==> config.mk <==
export PLATFORM = sky130hd
export DESIGN_NAME = proc_status
export DESIGN_NICKNAME = d
export VERILOG_FILES = /design/src/rtl/stat_pkg.sv /design/src/rtl/stat_sync.sv /design/src/rtl/stat_ctrl.sv /design/src/rtl/stat_dp.sv /design/src/rtl/proc_status.sv
export SDC_FILE = /design/constraint.sdc
export NUM_CORES = 1
export LEC_CHECK = 0
export BUFFER_PORTS_ARGS = -buffer_cell sky130_fd_sc_hd__buf_2
export CAP_MARGIN = 10
export CELL_PAD_IN_SITES_DETAIL_PLACEMENT = 1
export CELL_PAD_IN_SITES_GLOBAL_PLACEMENT = 1
export CORE_AREA = 2 2 88 111
export DETAILED_ROUTE_END_ITERATION = 10
export DIE_AREA = 0 0 90 113
export PLACE_DENSITY_LB_ADDON = 0.1
export SYNTH_ARGS = -nofsm -noshare
export SYNTH_HDL_FRONTEND = slang
export SYNTH_SLANG_ARGS = --single-unit
==> constraint.sdc <==
create_clock -name clk -period 2.1 [get_ports clk]
set_input_delay 0 -clock clk [delete_from_list [all_inputs] [get_ports clk]]
set_output_delay 0 -clock clk [all_outputs]
set_load 0.03 [all_outputs]
==> src/rtl/stat_pkg.sv <==
package stat_pkg;
  localparam int WORD_W    = 32;
  localparam int MODE_W    = 5;
  localparam int NUM_SLOTS = 5;
  localparam int SLOT_W    = $clog2(NUM_SLOTS);

  localparam logic [MODE_W-1:0] MODE_USR = 5'h10;
  localparam logic [MODE_W-1:0] MODE_FIQ = 5'h11;
  localparam logic [MODE_W-1:0] MODE_IRQ = 5'h12;
  localparam logic [MODE_W-1:0] MODE_SVC = 5'h13;
  localparam logic [MODE_W-1:0] MODE_ABT = 5'h17;
  localparam logic [MODE_W-1:0] MODE_UND = 5'h1B;
  localparam logic [MODE_W-1:0] MODE_SYS = 5'h1F;

  localparam logic [WORD_W-1:0] SLOT_RESET = 32'h0000_0010;

  typedef struct packed {
    logic              doEnter;
    logic              doReturn;
    logic              doFlags;
    logic              doSat;
    logic              setFast;
    logic [SLOT_W-1:0] entSlot;
    logic [SLOT_W-1:0] retSlot;
  } ctrl_t;

  function automatic logic hasSlot(input logic [MODE_W-1:0] m);
    return (m == MODE_FIQ) || (m == MODE_IRQ) || (m == MODE_SVC) ||
           (m == MODE_ABT) || (m == MODE_UND);
  endfunction

  function automatic logic [SLOT_W-1:0] slotOf(input logic [MODE_W-1:0] m);
    logic [SLOT_W-1:0] s;
    case (m)
      MODE_FIQ: s = SLOT_W'(0);
      MODE_IRQ: s = SLOT_W'(1);
      MODE_SVC: s = SLOT_W'(2);
      MODE_ABT: s = SLOT_W'(3);
      MODE_UND: s = SLOT_W'(4);
      default:  s = SLOT_W'(0);
    endcase
    return s;
  endfunction
endpackage

==> src/rtl/stat_sync.sv <==
module stat_sync #(
  parameter int DEPTH = 2
) (
  input  logic clk,
  input  logic rstN,
  input  logic pinN,
  output logic seenLow
);
  logic [DEPTH-1:0] chain;

  always_ff @(posedge clk or negedge rstN) begin
    if (!rstN) chain <= '1;
    else       chain <= {chain[DEPTH-2:0], pinN};
  end

  assign seenLow = ~|chain;

  p_recognise_r9: assert property (@(posedge clk) disable iff (!rstN)
    seenLow |-> !$past(pinN));
endmodule

==> src/rtl/stat_ctrl.sv <==
module stat_ctrl
  import stat_pkg::*;
(
  input  logic              clk,
  input  logic              rstN,
  input  logic              flagWe,
  input  logic              satSet,
  input  logic              excEnter,
  input  logic [MODE_W-1:0] excMode,
  input  logic              excRet,
  input  logic [MODE_W-1:0] curMode,
  output ctrl_t             ctl
);
  logic entOk;
  logic retOk;

  assign entOk = excEnter && hasSlot(excMode);
  assign retOk = !entOk && excRet && hasSlot(curMode);

  always_comb begin
    ctl          = '0;
    ctl.doEnter  = entOk;
    ctl.doReturn = retOk;
    ctl.doFlags  = !entOk && !retOk && flagWe;
    ctl.doSat    = !entOk && !retOk && satSet;
    ctl.setFast  = entOk && (excMode == MODE_FIQ);
    ctl.entSlot  = slotOf(excMode);
    ctl.retSlot  = slotOf(curMode);
  end

  p_strobe_excl_r6: assert property (@(posedge clk) disable iff (!rstN)
    $onehot0({ctl.doEnter, ctl.doReturn, ctl.doFlags || ctl.doSat}));
endmodule

==> src/rtl/stat_dp.sv <==
module stat_dp
  import stat_pkg::*;
#(
  parameter int SYNC_DEPTH = 2
) (
  input  logic              clk,
  input  logic              rstN,
  input  ctrl_t             ctl,
  input  logic [3:0]        flagIn,
  input  logic [MODE_W-1:0] excMode,
  input  logic              irqPinN,
  input  logic              fiqPinN,
  output logic [WORD_W-1:0] statusWord,
  output logic              irqReq,
  output logic              fiqReq
);
  logic nFlag, zFlag, cFlag, vFlag, qFlag;
  logic iMask, fMask, tBit;
  logic [MODE_W-1:0] modeReg;
  logic [WORD_W-1:0] savedWord [NUM_SLOTS];
  logic [WORD_W-1:0] restoreWord;
  logic irqSeen, fiqSeen;

  assign statusWord = {nFlag, zFlag, cFlag, vFlag, qFlag, 19'b0,
                       iMask, fMask, tBit, modeReg};

  always_comb begin
    restoreWord = SLOT_RESET;
    for (int k = 0; k < NUM_SLOTS; k++)
      if (ctl.retSlot == SLOT_W'(k)) restoreWord = savedWord[k];
  end

  always_ff @(posedge clk or negedge rstN) begin
    if (!rstN) begin
      {nFlag, zFlag, cFlag, vFlag, qFlag} <= '0;
      iMask   <= 1'b1;
      fMask   <= 1'b1;
      tBit    <= 1'b0;
      modeReg <= MODE_SVC;
    end else if (ctl.doEnter) begin
      modeReg <= excMode;
      iMask   <= 1'b1;
      tBit    <= 1'b0;
      if (ctl.setFast) fMask <= 1'b1;
    end else if (ctl.doReturn) begin
      {nFlag, zFlag, cFlag, vFlag, qFlag} <= restoreWord[31:27];
      iMask   <= restoreWord[7];
      fMask   <= restoreWord[6];
      tBit    <= restoreWord[5];
      modeReg <= restoreWord[4:0];
    end else begin
      if (ctl.doFlags) {nFlag, zFlag, cFlag, vFlag} <= flagIn;
      if (ctl.doSat)   qFlag <= 1'b1;
    end
  end

  for (genvar s = 0; s < NUM_SLOTS; s++) begin : g_slot
    always_ff @(posedge clk or negedge rstN) begin
      if (!rstN)
        savedWord[s] <= SLOT_RESET;
      else if (ctl.doEnter && ctl.entSlot == SLOT_W'(s))
        savedWord[s] <= statusWord;
    end
  end

  stat_sync #(.DEPTH(SYNC_DEPTH)) u_irqSync (
    .clk(clk), .rstN(rstN), .pinN(irqPinN), .seenLow(irqSeen));
  stat_sync #(.DEPTH(SYNC_DEPTH)) u_fiqSync (
    .clk(clk), .rstN(rstN), .pinN(fiqPinN), .seenLow(fiqSeen));

  assign irqReq = irqSeen && !iMask;
  assign fiqReq = fiqSeen && !fMask;

  p_entry_mode_r3: assert property (@(posedge clk) disable iff (!rstN)
    ctl.doEnter |=> (modeReg == $past(excMode)) && iMask && !tBit);
  p_fast_masks_r4: assert property (@(posedge clk) disable iff (!rstN)
    (ctl.doEnter && excMode == MODE_FIQ) |=> fMask);
  p_other_f_r4: assert property (@(posedge clk) disable iff (!rstN)
    (ctl.doEnter && excMode != MODE_FIQ) |=> $stable(fMask));
  p_q_sticky_r7: assert property (@(posedge clk) disable iff (!rstN)
    $fell(qFlag) |-> $past(ctl.doReturn));
  p_irq_gate_r8: assert property (@(posedge clk) disable iff (!rstN)
    irqReq |-> !statusWord[7]);
  p_fiq_gate_r8: assert property (@(posedge clk) disable iff (!rstN)
    fiqReq |-> !statusWord[6]);
endmodule

==> src/rtl/proc_status.sv <==
module proc_status
  import stat_pkg::*;
(
  input  logic        clk,
  input  logic        rstN,
  input  logic        flagWe,
  input  logic [3:0]  flagIn,
  input  logic        satSet,
  input  logic        excEnter,
  input  logic [4:0]  excMode,
  input  logic        excRet,
  input  logic        irqPinN,
  input  logic        fiqPinN,
  output logic [31:0] statusWord,
  output logic        irqReq,
  output logic        fiqReq,
  output logic [4:0]  curMode
);
  ctrl_t ctl;

  assign curMode = statusWord[4:0];

  stat_ctrl u_ctrl (
    .clk(clk), .rstN(rstN), .flagWe(flagWe), .satSet(satSet),
    .excEnter(excEnter), .excMode(excMode), .excRet(excRet),
    .curMode(curMode), .ctl(ctl));

  stat_dp #(.SYNC_DEPTH(2)) u_dp (
    .clk(clk), .rstN(rstN), .ctl(ctl), .flagIn(flagIn), .excMode(excMode),
    .irqPinN(irqPinN), .fiqPinN(fiqPinN), .statusWord(statusWord),
    .irqReq(irqReq), .fiqReq(fiqReq));

  p_user_ret_r6: assert property (@(posedge clk) disable iff (!rstN)
    (excRet && !excEnter && !flagWe && !satSet &&
     (curMode == MODE_USR || curMode == MODE_SYS)) |=> $stable(statusWord));
  p_bad_entry_r5: assert property (@(posedge clk) disable iff (!rstN)
    (excEnter && !hasSlot(excMode) && !excRet && !flagWe && !satSet)
      |=> $stable(statusWord));
endmodule

## Yosys cells after proc, flatten, opt, wreduce, memory -nomap -nowiden

Cells that the tools add are included.
W data, S select, Z words.

| word-level totals | value |
|---|---|
| output and inout port bits | 39 |
| register bits | 82 |
| input port bits | 17 |

| operators by class | value |
|---|---|
| muxes and demuxes | 26 |
| equality and inequality tests | 19 |
| bitwise gates (word level) | 1 |
| reductions and logical operators | 38 |

Operator list:

| kind | number |
|---|---|
| $mux W32 | 5 |
| $eq A5 B5 Y1 const B | 10 |
| $pmux W3 S4 | 2 |
| $mux W1 | 17 |
| $logic_and A1 B1 Y1 | 14 |
| $eq A3 B2 Y1 const B | 4 |
| $mux W5 | 2 |
| $logic_or A1 B1 Y1 | 8 |
| $eq A3 B1 Y1 const B | 2 |
| $eq A3 B3 Y1 const B | 2 |
| $logic_not A1 Y1 | 6 |
| $logic_not A3 Y1 | 2 |
| $reduce_and A2 Y1 | 3 |
| $reduce_bool A2 Y1 | 3 |
| $reduce_or A2 Y1 | 2 |
| $ne A2 B2 Y1 const B | 1 |
| $not A1 Y1 | 1 |

## Depth between registers and ports, before layout

| depth | value |
|---|---|
| depth in word-level cells | 14 |
| mapped depth | 8 |
| depth with buffers taken out | 5 |

## Hierarchy

A second synthesis with hierarchy kept.

| second synthesis, totals | value |
|---|---|
| cells, all modules | 350 |
| area, all modules | 4388.0 um2 |

Modules (own cells, without submodules):

| module | instances | cells an instance | sequential area each (um2) | area an instance (um2) |
|---|---|---|---|---|
| stat_dp | 1 | 303 | 1964.4 | 3997.6 |
| stat_ctrl | 1 | 36 | 0.0 | 240.2 |
| stat_sync | 2 | 3 | 52.6 | 56.3 |
| proc_status | 1 | 5 | 0.0 | 37.5 |

## Worst setup path after synthesis

Ideal clock, no wire load.

| timing path | value |
|---|---|
| path type | reg-to-reg |
| from | reg u_dp.modeReg[4] |
| to | reg u_dp.modeReg[3] |
| path slack | 118 ps |
| setup time | 126 ps |
| path buffers | 2 |
| stages on the path, launching flop included | 8 |
| arrival | 1856 ps |
| path through | dfstp_2 > buf_2 > and3_1 > buf_2 > nor2b_1 > nand2_1 > o22a_1 > a221o_1 |

| between the ends | value |
|---|---|
| word-level cells in the longest chain between the ends | 10 |
| elaborated cells on any way between the ends | 24 |
| classes of those cells | 9 x eq/ne; 8 x mux; 7 x reduce/logical |

RTL lines:

| what | RTL line | source |
|---|---|---|
| start: declaration | stat_dp.sv:19 | `logic [MODE_W-1:0] modeReg;` |
| start signal: assignment | stat_dp.sv:41 | `modeReg <= excMode;` |
| start signal: assignment | stat_dp.sv:50 | `modeReg <= restoreWord[4:0];` |
| $eq A5 B5 Y1, on equally long branches | stat_pkg.sv:29, stat_pkg.sv:34, stat_pkg.sv:28 |  |
| $pmux W3 S4 | stat_pkg.sv:34 | `case (m)` |
| $logic_not A3 Y1 | stat_dp.sv:30 | `if (ctl.retSlot == SLOT_W'(k)) restoreWord = savedWord[k];` |
| $mux W32 (5 in series) | stat_dp.sv:30 |  |
| $mux W5 | stat_dp.sv:45 | `end else if (ctl.doReturn) begin` |
| $mux W5 | stat_dp.sv:40 | `end else if (ctl.doEnter) begin` |

Several ways; a longest one is shown, not always the timed one. The select of a mux whose other input is x is not followed.
A chain may end at the register's enable or synchronous reset.

## Worst setup path after layout

| timing path | value |
|---|---|
| from | reg u_dp.modeReg[0] |
| to | reg u_dp.nFlag |

| between the ends | value |
|---|---|
| word-level cells in the longest chain between the ends | 11 |
| elaborated cells on any way between the ends | 27 |
| classes of those cells | 9 x eq/ne; 7 x mux; 11 x reduce/logical |

RTL lines:

| what | RTL line | source |
|---|---|---|
| parallel branches: the longest is 11 deep, another holds $mux W32 | - |  |
| end signal: assignment | stat_dp.sv:46 | `{nFlag, zFlag, cFlag, vFlag, qFlag} <= restoreWord[31:27];` |
| end signal: assignment | stat_dp.sv:52 | `if (ctl.doFlags) {nFlag, zFlag, cFlag, vFlag} <= flagIn;` |
| end: declaration | stat_dp.sv:17 | `logic nFlag, zFlag, cFlag, vFlag, qFlag;` |

Parallel ways; which one is timed is not known.

==> flow_summary.yaml <==
finish:
  diodes: 0
  layout-drive-gt1-share: 0.401
  fin_nets: 409
  synthToLayoutAreaGrowth_pct: 15.2
  stdcell_count: 520
  finalCoreUtilization: 0.518
timing:
  rsz0062_at_grt: "false"
  setup-tns-final_ns: 0
  holdWs_ns: -0.00308
  slew_headroom: 0.652
  final-setup-viol-count: 0
  worst-slew-pin-transition_ns: 0.522
  fin_crit_sh: 0.893
  fin_crit_ns: 1.87
  finalHoldViolCount: 1
  slew_viol_final: 0
  fin_ws_ns: 0.225
  fmax_mhz: 533
  skew_ns: 0.00442
critical_path:
  reg2reg_from: "u_dp.modeReg[0]"
  slowest_stage: "dfstp_2"
  cpPeakStageDelay_ns: 0.63
  path_class: "reg2reg"
  cp.arrival_ns: 2.07
  cp-end-kind: "flop"
  path_common_cell: "a222oi_1"
  r2r_setup_slack_ns: 0.23
  crit_buf_inv: 0
  cp.required_ns: 2.29
  rr_worst_depth: 5
  r2r_end: "u_dp.nFlag"
  crit_chain: "nor2b_1 > o21ai_1 > nand2_1 > a222oi_1 > a222oi_1"
  cp_max_fo: 9
  path_delay_family: "compound AO/OA/AOI/OAI gates"
  critPathLaunchType: "flop"
placement:
  dp_slack_ns: 0.234
  globalplace.congestion: 0.809
  hpwl_um: 6780
  numPortBuffers: 36
  placed_cells: 498
synth:
  yosysWarningCount: 0
  synth_edf_count: 0
  synth_area_per_cell_um2: 11.7
  synth.largest_area_cell: "dfrtp_1"
  synth_top_area_share: 0.417
  synth_top_cells_by_count: "dfrtp_1 (68), mux2_2 (59), buf_4 (33)"
  yosys.cell_count.top_type: "dfrtp_1"
  yosysSeqAreaShare: 0.507
  ys_types: 48
  ys.flop_type: "dfrtp_1"
  netlist_instances: 348
  syn_area_mm2: 0.00408
  async_flop_share: 1.00
  synthTopCellsByArea: "dfrtp_1 (42%), mux2_2 (16%), dfstp_2 (9.0%), buf_4 (6.1%), nand2_1 (2.5%)"
  synth_seq_cells: 82
routing:
  dr.max_layer_used: "met4"
  vias: 2768
  dr.pass1.iters: 4
  wl_per_cell_um: 19.4
  routed_wl_um: 10100
  final_antenna_net_count: 0
  met1_length_um: 4700
  avgViaCountPerCell: 5.32
  drtIter0Drc: 121
  drc: 0
  routed-wl-met2_um: 4840
  met3_length_um: 334
floorplanning:
  core-area_mm2: 0.00908
  io_pins: 56
  start_util: 0.450
  dieArea_mm2: 0.0102
  rows: 39
  die-width_um: 90
  die_height_um: 113
clock_network:
  cts_buffers: 9
  postCtsSetupBuffers: 0
  cts.sinks: 82
  clockRootBuffer: "clkbuf_16"
  cts_tree: "done"
  clk_pin_slew_ns: 0.06
  clk_latency_ns: 0.34
  htree_levels: 3
  clockBufferDepth: 2
power_and_ir_drop:
  peakVddDrop_mv: 0.559
  p_seq_frac: 0.392
  switching_power_mw: 2.56
  p_leak_nw: 2.12
  p_comb_frac: 0.374
  switching_share: 0.370
  power_frac_clock: 0.235
  p_per_area_mw_per_mm2: 1470
  p_int_mw: 4.36
status:
  violations: "negative hold slack"
  status: "complete, but fails checks"
min_path:
  hold_start: "flagIn[1]"
  hold_end: "u_dp.cFlag"
  whs_path_depth: 3
  min_path_type: "in2reg"
global_routing:
  grt_overflow: 0
  grt_max_degree: 46
  antenna_found_initial: 0
  grt_pass1_wl_um: 16700
  grt_pass1_vias: 3033
  grt_use_total: 0.214
run:
  drv_cap: 0
## worst max-delay path by stage
stage / from / endpoint / slack, ns / cells after the start
6_report: u_dp.modeReg[0] / u_dp.nFlag / 0.23 / 5
5_1_grt: u_dp.modeReg[0] / u_dp.nFlag / 0.05 / 5
4_1_cts: u_dp.modeReg[0] / u_dp.nFlag / 0.21 / 5
3_5_place_dp: u_dp.modeReg[0] / u_dp.nFlag / 0.23 / 5
3_3_place_gp: u_dp.modeReg[2] / u_dp.qFlag / 0.26 / 7
2_1_floorplan: u_dp.modeReg[4] / u_dp.modeReg[3] / 0.12 / 7
## per-stage QoR
stage	hold slack, ns	area [um2]	power (mW)
floorplan	-0.296	4150	4.65
global placement	0.00926	4340	5.24
detailed placement	0.0141	4340	5.31
CTS	0.00278	4700	6.98
global route	0.0565	4700	7.36
finish	-0.00308	4700	6.92
## worst min-delay path, stage by stage
cell,delay [ns]
buf_2,0.10
nor2b_1,0.11
a222oi_1,0.08
## logic make-up after synthesis
family	count (synthesis)	synth area share
AO/OA/AOI/OAI	70	0.131
buffers and inverters	59	0.0932
flip-flops	82	0.507
multiplexers	67	0.182
other	1	0.000919
AND/OR/NAND/NOR	69	0.0850
## flip-flops by register name, indices dropped and copies added, names as in the netlist, 2 cells and up
signal,flops
u_dp.savedWord,65
u_dp.u_fiqSync.chain,2
u_dp.modeReg,5
u_dp.u_irqSync.chain,2
## power groups by stage
stage | sequential (mW) | combinational, mW | clock (mW)
floorplan | 2.63 | 2.02 | 0
global placement | 2.71 | 2.53 | 0
detailed placement | 2.73 | 2.58 | 0
CTS | 2.72 | 2.61 | 1.65
global route | 2.82 | 2.81 | 1.72
finish | 2.71 | 2.58 | 1.62
## per-layer routing
metal | track usage | vias up
li1 | - | 1289
met1 | 0.284 | 1415
met2 | 0.345 | 51
met3 | 0.0373 | 13
met4 | 0.0985 | 0
met5 | 0 | -
## layout make-up
class	instances	area [um2]
fillers	1009	4370
flip-flops and latches	82	2070
multi-input cells	225	1700
repair buffers	67	443
clock buffers	12	256
well taps	123	154
clock inverters	4	50.0
inverters	7	26.3
## cell usage in the layout, fill, tap and decap left out, types with 4 or more instances in the layout
cell type and count:
inv_1 7, a222oi_1 5, a22oi_1 6, a2bb2oi_1 4
conb_1 19, buf_2 35, a21boi_0 4, a22o_1 5
o211ai_1 4, nand3b_1 4, dfrtp_1 68, a21oi_1 5
nand2b_1 5, dlygate4sd3_1 6, o21ai_0 16, nor2_1 10
clkbuf_16 9, dfstp_2 14, mux2_2 59, mux2i_1 8
buf_4 25, nor2b_1 8, nand2_1 27
## what timing repair did
| action | CTS | global route |
|---|---|---|
| setup endpoints to repair | 0 | 0 |
| gates resized for setup | 0 | 0 |
| hold buffers | 6 | 0 |
| endpoints found under the hold margin | 42 | 0 |
Power figures use the tool's default switching activity.
